`src/rtl/psd_pkg.sv`:
```
package psd_pkg;
  localparam int unsigned A_W    = 6;
  localparam int unsigned B_W    = 13;
  localparam int unsigned PSEL_W = 2;
  localparam int unsigned BASE_P = 8;
  localparam int unsigned P_MAX  = BASE_P << ((1 << PSEL_W) - 1);
  localparam int unsigned PC_W   = $clog2(P_MAX + 2);

  function automatic logic [PC_W-1:0] modulus_of(input logic [PSEL_W-1:0] sel);
    logic [PC_W-1:0] base;
    base = PC_W'(BASE_P);
    return base << sel;
  endfunction
endpackage

```
`src/rtl/psd_prescaler.sv`:
```
module psd_prescaler
  import psd_pkg::*;
(
  input  logic            clk,
  input  logic            rst_n,
  input  logic            clr,
  input  logic [PC_W-1:0] p_val,
  input  logic            mod_hi,
  output logic            tick
);
  logic [PC_W-1:0] pc;
  logic [PC_W-1:0] lim;

  assign lim  = p_val + PC_W'(mod_hi);
  assign tick = (pc == lim - PC_W'(1));

  always_ff @(posedge clk or negedge rst_n) begin
    if (!rst_n)    pc <= '0;
    else if (clr)  pc <= '0;
    else if (tick) pc <= '0;
    else           pc <= pc + PC_W'(1);
  end

  // each prescaler cycle restarts from zero
  a_r2_pre_wrap: assert property (@(posedge clk) disable iff (!rst_n)
    (tick && !clr) |=> (pc == '0));
endmodule

```
`src/rtl/psd_swallow.sv`:
```
module psd_swallow
  import psd_pkg::*;
(
  input  logic              clk,
  input  logic              rst_n,
  input  logic              ld,
  input  logic              tick,
  input  logic [A_W-1:0]    cfg_a,
  input  logic [B_W-1:0]    cfg_b,
  input  logic [PSEL_W-1:0] cfg_psel,
  output logic [PC_W-1:0]   p_val,
  output logic              mod_hi,
  output logic              frame_end
);
  logic [A_W-1:0]    a_cnt;
  logic [B_W-1:0]    b_cnt;
  logic [PSEL_W-1:0] psel_q;
  logic              last;

  assign last      = (b_cnt <= B_W'(1));
  assign mod_hi    = (a_cnt != '0);
  assign p_val     = modulus_of(psel_q);
  assign frame_end = tick && last && !ld;

  always_ff @(posedge clk or negedge rst_n) begin
    if (!rst_n) begin
      a_cnt  <= '0;
      b_cnt  <= '0;
      psel_q <= '0;
    end else if (ld || (tick && last)) begin
      a_cnt  <= cfg_a;
      b_cnt  <= cfg_b;
      psel_q <= cfg_psel;
    end else if (tick) begin
      b_cnt <= b_cnt - B_W'(1);
      if (a_cnt != '0) a_cnt <= a_cnt - A_W'(1);
    end
  end

  // modulus control changes only at a prescaler boundary or a load
  a_r3_mod_steady: assert property (@(posedge clk) disable iff (!rst_n)
    (!tick && !ld) |=> $stable(mod_hi));
  // the active modulus changes only at a reload
  a_r7_sel_frozen: assert property (@(posedge clk) disable iff (!rst_n)
    (!ld && !(tick && last)) |=> $stable(p_val));
endmodule

```
`src/rtl/psd_cfg_check.sv`:
```
module psd_cfg_check
  import psd_pkg::*;
(
  input  logic [A_W-1:0] cfg_a,
  input  logic [B_W-1:0] cfg_b,
  output logic           bad
);
  localparam int unsigned B_MIN = 3;
  always_comb bad = (cfg_b < B_W'(B_MIN)) || (B_W'(cfg_a) > cfg_b);
endmodule

```
`src/rtl/pulse_swallow_div.sv`:
```
module pulse_swallow_div
  import psd_pkg::*;
(
  input  logic        clk_in,
  input  logic        rst_n,
  input  logic [5:0]  cfg_a,
  input  logic [12:0] cfg_b,
  input  logic [1:0]  cfg_psel,
  input  logic        cnt_hold,
  input  logic        pwr_dn,
  output logic        div_pulse,
  output logic        mod_hi,
  output logic        cfg_err
);
  logic            live;
  logic            ld;
  logic            tick;
  logic            frame_end;
  logic [PC_W-1:0] p_val;

  assign ld = !live || cnt_hold || pwr_dn;

  always_ff @(posedge clk_in or negedge rst_n) begin
    if (!rst_n) begin
      live      <= 1'b0;
      div_pulse <= 1'b0;
    end else begin
      live      <= 1'b1;
      div_pulse <= frame_end;
    end
  end

  psd_prescaler u_pre (
    .clk(clk_in), .rst_n(rst_n), .clr(ld),
    .p_val(p_val), .mod_hi(mod_hi), .tick(tick)
  );

  psd_swallow u_cnt (
    .clk(clk_in), .rst_n(rst_n), .ld(ld), .tick(tick),
    .cfg_a(cfg_a), .cfg_b(cfg_b), .cfg_psel(cfg_psel),
    .p_val(p_val), .mod_hi(mod_hi), .frame_end(frame_end)
  );

  psd_cfg_check u_chk (.cfg_a(cfg_a), .cfg_b(cfg_b), .bad(cfg_err));

  // pulses are single-cycle
  a_r1_pulse_single: assert property (@(posedge clk_in) disable iff (!rst_n)
    div_pulse |=> !div_pulse);
  // no pulse while held
  a_r5_hold_quiet: assert property (@(posedge clk_in) disable iff (!rst_n)
    cnt_hold |=> !div_pulse);
  // no pulse while powered down
  a_r6_pd_quiet: assert property (@(posedge clk_in) disable iff (!rst_n)
    pwr_dn |=> !div_pulse);
endmodule

```
`config.mk`:
```
export PLATFORM = sky130hd
export DESIGN_NAME = pulse_swallow_div
export DESIGN_NICKNAME = d
export VERILOG_FILES = /design/src/rtl/psd_pkg.sv /design/src/rtl/psd_prescaler.sv /design/src/rtl/psd_swallow.sv /design/src/rtl/psd_cfg_check.sv /design/src/rtl/pulse_swallow_div.sv
export SDC_FILE = /design/constraint.sdc
export NUM_CORES = 1
export LEC_CHECK = 0
export BUFFER_PORTS_ARGS = -buffer_cell sky130_fd_sc_hd__buf_2
export CORE_MARGIN = 5
export CORE_UTILIZATION = 52
export CTS_CLUSTER_SIZE = 10
export DETAILED_ROUTE_END_ITERATION = 16
export PLACE_DENSITY = 0.76
export SETUP_SLACK_MARGIN = 0.15
export SLEW_MARGIN = 20
export SYNTH_ARGS = -nofsm -noshare
export SYNTH_HDL_FRONTEND = slang
export SYNTH_SLANG_ARGS = --single-unit
```
`constraint.sdc`:
```
create_clock -name clk_in -period 2.54 [get_ports clk_in]
set_input_delay 0.508 -clock clk_in [delete_from_list [all_inputs] [get_ports clk_in]]
set_output_delay 0.508 -clock clk_in [all_outputs]
set_load 0.1 [all_outputs]
```
* Yosys cells after proc, flatten, opt, wreduce, memory -nomap -nowiden
Cells that the tools add are included.
Widths: inputs -> output; s select.
** Cells by class
- Add/sub/neg operators :: 5
- Magnitude comparators :: 3
- Equality and inequality tests :: 1
- Shifts and indexed selects :: 1
- Muxes and demuxes :: 7
- Reductions and logical operators :: 12
** Operator list (count)
- $mux 13 :: 2
- $mux 6 :: 3
- $mux 7 :: 2
- $gt 6x13->1 :: 1
- $le 13x1->1 const B :: 1
- $lt 13x2->1 const B :: 1
- $sub 13x1->13 const B :: 1
- $add 7x1->7 :: 1
- $add 7x1->7 const B :: 1
- $eq 7x7->1 :: 1
- $shl 4x2->7 const A :: 1
- $sub 7x1->7 const B :: 1
- $reduce_bool 6->1 :: 1
- $sub 6x1->6 const B :: 1
- $logic_or 1x1->1 :: 4
- $reduce_bool 2->1 :: 2
- $logic_and 1x1->1 :: 2
- $logic_not 1->1 :: 2
- $reduce_and 2->1 :: 1
** Storage, ports and cells
- Register bits after elaboration :: 30
- Bits of input ports :: 25
- Output and inout port bits :: 3
- Word-level logic and storage cells :: 35

* Logic depth before layout (Yosys ltp)
Gate-level depths: netlist (run 1).
- Depth after elaboration :: 8
- Mapped depth :: 13
- Gate-level depth less buffers :: 12

* Cells and area by module
Synthesis (run 1) repeated with hierarchy kept, for this count alone.
** Unflattened totals
- Cell total of the unflattened synthesis :: 264
- Area total of the unflattened synthesis :: 2359.8 µm²
** Modules (own cells, without submodules)
- psd_swallow :: instances 1, cells each 173, area an instance 1527.7 µm², seq. area each 525.5 µm²
- psd_prescaler :: instances 1, cells each 60, area an instance 569.3 µm², seq. area each 175.2 µm²
- psd_cfg_check :: instances 1, cells each 27, area an instance 200.2 µm², seq. area each 0.0 µm²
- pulse_swallow_div :: instances 1, cells each 4, area an instance 62.6 µm², seq. area each 50.0 µm²

* Worst setup path before layout (run 1)
OpenSTA, ideal clock, no wires.
- Path kind :: input to output
- From :: in cfg_b[1]
- To :: out cfg_err
- Arrival :: 4484 ps
- Required time :: 2032 ps
- Setup slack :: -2452 ps
- Cell stages on the path :: 9
- Buffers on the path :: 0
- Cells stage by stage :: inv_1 > ha_1 > nor2b_1 > o21a_1 > o21a_1 > o21ai_0 > a21oi_1 > a21oi_1 > nor4b_1
** On the way
- Longest elaborated chain between the ends :: 2
- Elaborated cells between the ends (all ways) :: 3
- Classes of those cells :: order compare: 2; reduce/logical: 1
** Ends and longest elaborated chain
- start: declaration :: line pulse_swallow_div.sv:7 : input logic [12:0] cfg_b,
- $lt 13x2->1 or $gt 6x13->1 (tied branches) :: line psd_cfg_check.sv:9 : always_comb bad = (cfg_b < B_W'(B_MIN)) || (B_W'(cfg_a) > cfg_b);
- $logic_or 1x1->1 (*) :: line psd_cfg_check.sv:9
- end: declaration :: line pulse_swallow_div.sv:13 : output logic cfg_err
Mark *: on every way between the ends. The rest lies on a longest branch, timed or not.

* Final worst setup path (run 1)
- From :: reg u_cnt.a_cnt[0]
- To :: reg u_cnt.a_cnt[4]
** On the way
- Longest elaborated chain between the ends :: 8
- Elaborated cells between the ends (all ways) :: 13
- Classes of those cells :: add/sub: 3; eq/ne: 1; mux: 3; reduce/logical: 6
** Ends and longest elaborated chain
- start: declaration :: line psd_swallow.sv:15 : logic [A_W-1:0] a_cnt;
- start signal: assignment :: line psd_swallow.sv:31 : a_cnt <= cfg_a;
- start signal: assignment :: line psd_swallow.sv:36 : if (a_cnt != '0) a_cnt <= a_cnt - A_W'(1);
- $reduce_bool 6->1 :: line psd_swallow.sv:21, psd_swallow.sv:36
- $add 7x1->7 :: line psd_prescaler.sv:14 : assign lim = p_val + PC_W'(mod_hi);
- $sub 7x1->7 :: line psd_prescaler.sv:15 : assign tick = (pc == lim - PC_W'(1));
- $eq 7x7->1 :: line psd_prescaler.sv:15
- $logic_and 1x1->1 :: line psd_swallow.sv:30 : end else if (ld || (tick && last)) begin
- $logic_or 1x1->1 :: line psd_swallow.sv:30
- $reduce_bool 2->1 (no source line)
- $reduce_and 2->1 (no source line)
Several ways; a longest one is shown, not always the timed one. The select of a mux whose other input is x is not followed.
A chain may end at the register's enable or synchronous reset.

==> reports/metrics.yaml, run 1 <==
clocking:
  cts_tree: "built"
  clock_latency_ns: 0.28
  clockBufferDepth: 2
  holdBufCountCts: 0
  cts-root-buf: "clkbuf_8"
  clkSinkCount: 30
  htreeDepth: 2
  path_clk_slew_ns: 0.06
  cts_buffers: 5
setup_path:
  cp_slowest_cell: "or3b_4"
  path_cells: "inv_2 -> ha_4 -> or3b_4 -> nor2_4 -> ha_4 -> xnor2_2 -> xnor2_1 -> nor2_1 -> and2_4 -> a31oi_4 -> buf_4 -> buf_6 -> buf_4 -> nand4b_1 -> o221a_1"
  crit_buf_inv: 4
  cp_top_family: "simple AND/OR/NAND/NOR gates"
  cpPeakStageDelay_ns: 0.42
  worstSetupPathType: "flop to flop"
  cp-start-kind: "flop"
  required_ns: 2.71
  critPathArrivalTime_ns: 2.95
  critPathMaxFanout: 6
  endpoint_kind: "flop"
timing:
  period_needed_ns: 2.783
  finalSetupTns_ns: -3.448
  skew_ns: 0.004727
  fin_ws_ns: -0.2430
  relSlewSlack_pct: 55.00
  maxSlewViolCount: 0
  max_clock_freq_mhz: 359.3
  setup_violations: 23
  period_share_pct: 109.6
  hold_viol_final: 0
  rsz0062_at_grt: "true"
  worstMarginPinSlew_ns: 0.6750
  fin_hold_ws_ns: 0.2638
die:
  die_w_um: 73.66
  ios: 28
  start_util_pct: 53.06
  num_rows: 23
  core_region_area_mm2: 0.003971
  fp.dieH_um: 73.66
  die_area_mm2: 0.005425
placed_design:
  dpl-instance-area_mm2: 0.002670
  gp_congestion: 0.8003
  pre_cts_slack_ns: -0.1692
  dp_hpwl_um: 3854
  portBuffers: 27
pwr:
  p_sw_uw: 399.1
  seqPwrFrac_pct: 43.1
  combPwrFrac_pct: 29.0
  leakage_nw: 1.335
  internal_power_uw: 897.7
  swShare_pct: 30.77
  cellPowerDensity_mw_per_mm2: 423.0
  pwr-share-clk_pct: 27.9
  vdd_drop_max_v: 0.0003181
global_route:
  antenna_found_initial: 0
  overflow: 0
  grt_pass1_wl_um: 8362
  grt_pass1_vias: 1904
  grt_usage_pct: 20.19
  grt_max_degree: 31
layout:
  fill_cells: 265
  multi_input_area_mm2: 0.001469
  num_antenna_cells: 0
  finish.utilization_pct: 77.19
  seq_area_um2: 750.7
  final_cell_area_mm2: 0.003065
  fin_nets: 343
  drive_above_1_share_pct: 42.67
  synthToLayoutAreaGrowth_pct: 45.49
yosys:
  ys_top_cells_by_area: "dfrtp_1, ha_1, nand2_1"
  synth_area_mm2: 0.002107
  ys_ff_latch: 30
  synth_top_area_share_pct: 35.63
  async_flop_share_pct: 100.0
  ys_types: 55
  seq_area_frac_synth_pct: 35.63
  synth_top_cell_by_area: "dfrtp_1"
  yosys_warnings: 0
  yosysMostFrequentCell: "dfrtp_1"
  synth_top_cells_by_count: "dfrtp_1, nand2_1, nor2_1"
  synth_cells: 231
  syn_avg_cell_area_um2: 9.121
  synth_edf_count: 0
  synthFlopType: "dfrtp_1"
  syn_nets: 267
route:
  antenna_left: 0
  drc: 0
  num_vias: 2119
  vias_per_cell: 5.936
  drt-initial-drc-count: 136
  wirelength_um: 6224
  wl_per_cell_um: 17.43
  drt-pass1-iter-count: 4
outcome:
  violations: "negative setup slack"
  status: "finished with violations"
hold_path:
  hp-class: "input pin to asynchronous set/reset pin"
job:
  maxCapViolCount: 0
[sequential cells by signal, summed over array words and instances (netlist names)]
name and cells:
u_cnt.a_cnt 6, u_cnt.b_cnt 13, u_cnt.psel_q 2, div_pulse 1
live 1, u_pre.pc 7
[per-stage QoR]
step           instances  total power [mW]
2_1_floorplan        231            0.7357
3_3_place_gp         335            0.8501
3_5_place_dp         335            0.8627
4_1_cts              348             1.242
5_1_grt              357             1.354
6_report             357             1.297
[layer usage]
metal / track usage [%] / vias up / wire length, um
li1: - / 981 / -
met1: 24.91 / 1026 / 2422
met2: 35.04 / 88 / 3279
met3: 4.378 / 24 / 342
met4: 6.036 / 0 / 180
met5: 0 / - / 0
[worst paths after layout]
| kind | from | endpoint | slack, ns | cells past startpoint |
|---|---|---|---|---|
| setup / recovery | u_cnt.a_cnt[0] | u_cnt.a_cnt[4] | -0.24 | 15 |
| hold / removal | rst_n | u_cnt.b_cnt[4] | 0.26 | 1 |
| setup reg to reg | u_cnt.a_cnt[0] | u_cnt.a_cnt[4] | -0.24 | 15 |
| hold reg to reg | u_pre.pc[0] | u_pre.pc[0] | 0.49 | 1 |
| max in group asynchronous | rst_n | live | 1.85 | 1 |
| min in group clk_in | cfg_psel[0] | u_cnt.psel_q[0] | 0.44 | 3 |
[area by class of cell]
| class | instances | share of cell area, % |
|---|---|---|
| inverter | 19 | 2.490 |
| timing repair buffer | 76 | 20.57 |
| multi-input combinational | 175 | 47.92 |
| sequential | 30 | 24.49 |
| clock buffer | 7 | 2.490 |
| tap | 50 | 2.041 |
[cell families (layout without fill, tap and decap cells)]
kind of cell | after synthesis | after routing | share of synthesized area [%]
other | 1 | 1 | 0.1780
buffers and inverters | 27 | 102 | 6.116
xor gates and xnor gates | 11 | 11 | 5.820
and+or+nand+nor | 91 | 91 | 22.09
adders and majority gates | 11 | 11 | 6.532
DFF | 30 | 30 | 35.63
muxes | 11 | 11 | 5.404
AOI/OAI and AO/OA | 49 | 50 | 18.23
[repair_timing]
item	4_1_cts	5_1_grt
buffers inserted	6	7
gates cloned	0	2
gates resized for setup	13	31
pin swaps	6	9
endpoints found under the setup margin	23	24
[power by group through the flow]
stage          clock network (mW)  logic (mW)  registers [mW]
3_3_place_gp                    0       0.292           0.558
6_report                    0.362       0.375           0.559
5_1_grt                     0.389       0.404           0.561
2_1_floorplan                   0       0.184           0.552
3_5_place_dp                    0       0.303           0.559
4_1_cts                     0.364       0.325           0.553
[worst register-to-register path, cell delays in order, from the launching register on]
cell      delay [ns]
dfrtp_1         0.39
inv_2           0.09
ha_4            0.12
or3b_4          0.42
nor2_4          0.13
ha_4            0.15
xnor2_2         0.12
xnor2_1         0.14
nor2_1          0.08
and2_4          0.18
a31oi_4         0.18
buf_4           0.15
buf_6           0.12
buf_4           0.14
nand4b_1        0.13
o221a_1         0.15
[layout by cell type (no fill, tap or decap), drive strengths merged, types with 3 or more instances in the layout]
master and n:
buf 75, a31o 3, nand3 10, and2 3
nor2 20, clkbuf 8, dfrtp 30, mux2 3
o21ai 13, nor4 5, o22a 3, xnor2 7
inv 19, a21oi 7, xor2 4, mux2i 8
nand2 28, nor3 10, ha 11, a22oi 8
No activity file was read; power rests on OpenSTA's default activity.
==> inputs of run 2 (changes only) <==
- GPL_TIMING_DRIVEN: unset -> 0
- SLEW_MARGIN: 20 -> 10
==> run 2 against run 1 <==
The run still ends with negative setup slack left. Die area unchanged. Fmax rose by 2.1%. Global-route usage increased by 3.3 points. Power about the same. First-iteration DRC count is 4.4% higher. Count of clock-buffer cells in the layout did not move. Non-clock buffer count decreased by 14. Clock power up 4%. Routed wire length shrank 6.3%. Clock skew up 0.0029 ns. Critical path type unchanged.
==> reports/metrics.yaml, run 2 (synthesized netlist as in run 1, its figures left out) <==
global_route:
  grt_max_degree: 31
  grt_pass1_vias: 1967
  overflow: 0
  grt_pass1_wl_um: 9611
  antenna_found_initial: 0
  grt_usage_pct: 23.48
clocking:
  cts-root-buf: "clkbuf_8"
  clock_latency_ns: 0.29
  htreeDepth: 2
  clockBufferDepth: 2
  cts_buffers: 5
  cts_tree: "built"
  clkSinkCount: 30
  path_clk_slew_ns: 0.07
  holdBufCountCts: 0
timing:
  period_share_pct: 107.3
  rsz0062_at_grt: "true"
  maxSlewViolCount: 0
  period_needed_ns: 2.726
  max_clock_freq_mhz: 366.9
  relSlewSlack_pct: 52.40
  finalSetupTns_ns: -2.508
  setup_violations: 22
  worstMarginPinSlew_ns: 0.7140
  fin_ws_ns: -0.1857
  hold_viol_final: 0
  skew_ns: 0.007651
pwr:
  vdd_drop_max_v: 0.0002593
  leakage_nw: 1.275
  cellPowerDensity_mw_per_mm2: 429.2
  power_mw: 1.298
layout:
  fin_nets: 328
  mostFrequentLayoutCells: "dfrtp_1, nand2_1, buf_2"
  largest_register_ffs: 13
  fill_cells: 275
  largest_register: "u_cnt.b_cnt"
  num_antenna_cells: 0
  final_common_cell: "dfrtp_1"
  drive_above_1_share_pct: 44.18
  final_cells: 342
  synthToLayoutAreaGrowth_pct: 43.53
  reg.largest.list: "u_cnt.b_cnt (13), u_pre.pc (7), u_cnt.a_cnt (6)"
die:
  start_util_pct: 53.06
  num_rows: 23
  die_area_mm2: 0.005425
  fp.dieH_um: 73.66
  ios: 28
  core_region_area_mm2: 0.003971
  die_w_um: 73.66
setup_path:
  cp-start-kind: "flop"
  critPathMaxFanout: 5
  critPathArrivalTime_ns: 2.90
  r2r_slack_ns: -0.19
  required_ns: 2.72
  endpoint_kind: "flop"
  worstSetupPathType: "flop to flop"
outcome:
  violations: "negative setup slack"
  status: "finished with violations"
route:
  drc: 0
  wirelength_um: 5832
  wl_per_cell_um: 17.05
  vias_per_cell: 5.781
  drt-pass1-iter-count: 4
  antenna_left: 0
  num_vias: 1977
  drt-initial-drc-count: 142
job:
  maxCapViolCount: 0
placed_design:
  numPlacedInstances: 308
  portBuffers: 27
  dp_hpwl_um: 3633
  gp_congestion: 0.8495
  pre_cts_slack_ns: -0.3318
hold_path:
  hp-class: "input pin to asynchronous set/reset pin"
run 2: cell count changes in the layout (fill, tap and decap cells not counted), moves of 3 or more:
cell and delta:
nor2_2 +3, o21ai_0 -3, buf_6 +5, nor2_1 -8
buf_4 -19, buf_12 -3, nor2_4 +5
run 2: power by group:
part	leakage (nW)	internal, mW	switching (mW)	total (mW)
Combinational	0.870	0.185	0.177	0.362
Clock	0.0383	0.189	0.189	0.377
Sequential	0.366	0.513	0.0455	0.559
run 2: through the flow:
step	hold slack, ns	instance area, um^2	utilization [%]
after detailed placement	0.5070	2422	61.00
after floorplan	0.2124	2225	-
after global routing	0.3251	3024	76.15
after global placement	0.4732	2422	61.00
final	0.2648	3024	76.15
after CTS	0.2850	2840	71.52
run 2: metal layers:
metal | global-route usage [%] | wire length [um]
met1 | 29.72 | 2507
met2 | 38.19 | 2866
met3 | 5.609 | 370
met4 | 9.658 | 88
met5 | 0 | 0
run 2: cell type report:
type	count	area, um^2	share of cell area (%)
buffer	8	106.4	3.517
clock buffer	7	76.32	2.524
inverter	19	76.32	2.524
multi-input combinational	174	1524	50.39
sequential	30	750.7	24.82
tap	50	62.56	2.069
timing repair buffer	54	427.9	14.15
run 2: worst paths after layout:
check                                    start               to  cells after the start
worst max-delay path            u_cnt.a_cnt[0]   u_cnt.b_cnt[5]                     11
worst min-delay path                     rst_n      u_pre.pc[2]                      1
worst max register to register  u_cnt.a_cnt[0]   u_cnt.b_cnt[5]                     11
worst min register to register     u_pre.pc[0]      u_pre.pc[0]                      1
max in group asynchronous                rst_n  u_cnt.psel_q[1]                      1
min in group clk_in                cfg_psel[1]  u_cnt.psel_q[1]                      3
run 2: repair_timing:
action                                  in CTS  in global routing
pin swaps                                   21                 22
endpoints found under the setup margin      29                 30
gates resized for setup                     47                 26
cloned                                       5                  0
buffers inserted                            14                  8
run 2: critical path: stages (launching register included):
cell,delay (ns)
dfrtp_1,0.39
inv_2,0.08
ha_4,0.13
or3b_4,0.41
buf_6,0.14
or3_4,0.36
nand3_4,0.12
xor2_4,0.21
a31oi_4,0.12
buf_6,0.16
mux2_4,0.29
o22a_1,0.19
==> inputs of run 3 (changes only) <==
- BUFFER_PORTS_ARGS: -buffer_cell sky130_fd_sc_hd__buf_2 -> -buffer_cell sky130_fd_sc_hd__clkbuf_2
==> run 3 against run 2 <==
The flow still finishes with violations (negative setup slack). Sequential share of layout area up 2.1 points. Critical path depth up 2. First-iteration DRC count down 11%.
==> reports/metrics.yaml, run 3 (synthesized netlist as in run 1, its figures left out) <==
outcome:
  status: "finished with violations"
  violations: "negative setup slack"
die:
  start_util_pct: 53.06
  die_w_um: 73.66
  num_rows: 23
  die_area_mm2: 0.005425
  ios: 28
  fp.dieH_um: 73.66
  core_region_area_mm2: 0.003971
clocking:
  clkSinkCount: 30
  cts_buffers: 5
  path_clk_slew_ns: 0.07
  holdBufCountCts: 0
  cts-root-buf: "clkbuf_8"
  clock_latency_ns: 0.29
  htreeDepth: 2
  clockBufferDepth: 2
  cts_tree: "built"
global_route:
  grt_util_met3_pct: 4.104
  grt_pass1_vias: 1833
  grt_max_degree: 31
  use_met2_pct: 32.38
  grt_pass1_wl_um: 8445
  grt_usage_pct: 20.35
  antenna_found_initial: 0
  grt_util_met1_pct: 27.64
  grt_busiest_layer: "met2"
  overflow: 0
route:
  wl_per_cell_um: 16.05
  vias_per_cell: 5.760
  wirelength_um: 5343
  drc: 0
  drt-initial-drc-count: 126
  antenna_left: 0
  num_vias: 1918
  drt-pass1-iter-count: 4
timing:
  worstMarginPinSlew_ns: 0.7616
  maxSlewViolCount: 0
  period_share_pct: 106.0
  max_clock_freq_mhz: 371.3
  relSlewSlack_pct: 49.23
  hold_viol_final: 0
  period_needed_ns: 2.693
  rsz0062_at_grt: "true"
  skew_ns: 0.005470
  fin_ws_ns: -0.1534
  finalSetupTns_ns: -1.758
  setup_violations: 21
setup_path:
  endpoint_kind: "flop"
  r2r-end: "u_cnt.b_cnt[5]"
  timing.rr.start: "u_cnt.a_cnt[0]"
  required_ns: 2.71
  cp_slowest_cell: "or3b_4"
  cpPeakStageDelay_ns: 0.42
  path_cells: "inv_2 -> ha_4 -> or3b_4 -> nor2_4 -> ha_4 -> xnor2_2 -> xnor2_1 -> nor2_1 -> and2_4 -> a31oi_4 -> buf_6 -> mux2_4 -> o22a_1"
  r2r_slack_ns: -0.15
  critPathMostFrequentCell: "ha_4"
  critPathMaxFanout: 5
  critPathArrivalTime_ns: 2.87
  reg2reg_depth: 13
  worstSetupPathType: "flop to flop"
  crit_start: "u_cnt.a_cnt[0]"
  cp-start-kind: "flop"
pwr:
  cellPowerDensity_mw_per_mm2: 457.2
  leakage_nw: 1.205
  vdd_drop_max_v: 0.0003333
layout:
  finish.utilization_pct: 70.26
  reg.largest.list: "u_cnt.b_cnt (13), u_pre.pc (7), u_cnt.a_cnt (6)"
  mostFrequentLayoutCells: "dfrtp_1, nand2_1, clkbuf_2"
  largest_register_ffs: 13
  fin_nets: 318
  synthToLayoutAreaGrowth_pct: 32.42
  final_cells: 333
  largest_register: "u_cnt.b_cnt"
  final_common_cell: "dfrtp_1"
  drive_above_1_share_pct: 36.40
  num_antenna_cells: 0
hold_path:
  hp-class: "input pin to asynchronous set/reset pin"
placed_design:
  pre_cts_slack_ns: -0.3748
  portBuffers: 27
  dp_hpwl_um: 3581
  numPlacedInstances: 308
  gp_congestion: 0.8499
job:
  maxCapViolCount: 0
==> run 3: per-layer routing <==
layer | wire, um | vias to the layer above | share of wire (%)
li1 | - | 931 | -
met1 | 2436 | 929 | 46
met2 | 2517 | 52 | 47
met3 | 310 | 6 | 5.8
met4 | 78 | 0 | 1.5
met5 | 0 | - | 0
==> run 3: stage by stage <==
stage / hold slack [ns] / total power, mW / instance area [um^2]
finish: 0.2781 / 1.276 / 2790
global route: 0.3421 / 1.332 / 2790
CTS: 0.3126 / 1.254 / 2690
detailed placement: 0.4867 / 0.8146 / 2422
global placement: 0.4734 / 0.8072 / 2422
floorplan: 0.2124 / 0.7357 / 2225
==> run 3: layout make-up <==
type,count,area [um^2]
well taps,50,62.56
clock inverters,2,12.51
fillers,293,1181
repair buffers,44,326.6
multi-input cells,174,1389
clock buffers,6,82.58
plain buffers,8,90.09
flip-flops and latches,30,750.7
inverters,19,76.32
==> run 3: repair_timing <==
item | 4_1_cts | 5_1_grt
gates cloned | 2 | 0
resized for setup | 21 | 22
setup endpoints to repair | 30 | 30
pin swaps | 13 | 16
buffers inserted | 11 | 4
==> run 3: worst max-delay path: cells and delay by family, from the launching register on <==
family                     cells  cell delay, ns
adders and majority gates      2            0.26
AOI/OAI and AO/OA              2            0.39
DFF                            1            0.39
buffers and inverters          2            0.23
and+or+nand+nor                4            0.79
muxes                          1            0.29
xor gates and xnor gates       2            0.23
==> run 3: power breakdown <==
part / internal, mW / leakage (nW) / switching [mW] / total (mW)
sequential: 0.513 / 0.366 / 0.0436 / 0.557
clock: 0.218 / 0.0472 / 0.193 / 0.411
combinational: 0.153 / 0.792 / 0.155 / 0.308
total: 0.884 / 1.20 / 0.391 / 1.28
==> run 3: how the worst max path moves through the flow <==
stage | endpoint | slack [ns]
finish | u_cnt.b_cnt[5] | -0.15
global route | u_cnt.b_cnt[5] | -0.29
CTS | u_cnt.b_cnt[5] | -0.21
detailed placement | cfg_err | -0.37
global placement | cfg_err | -0.37
floorplan | cfg_err | -0.44
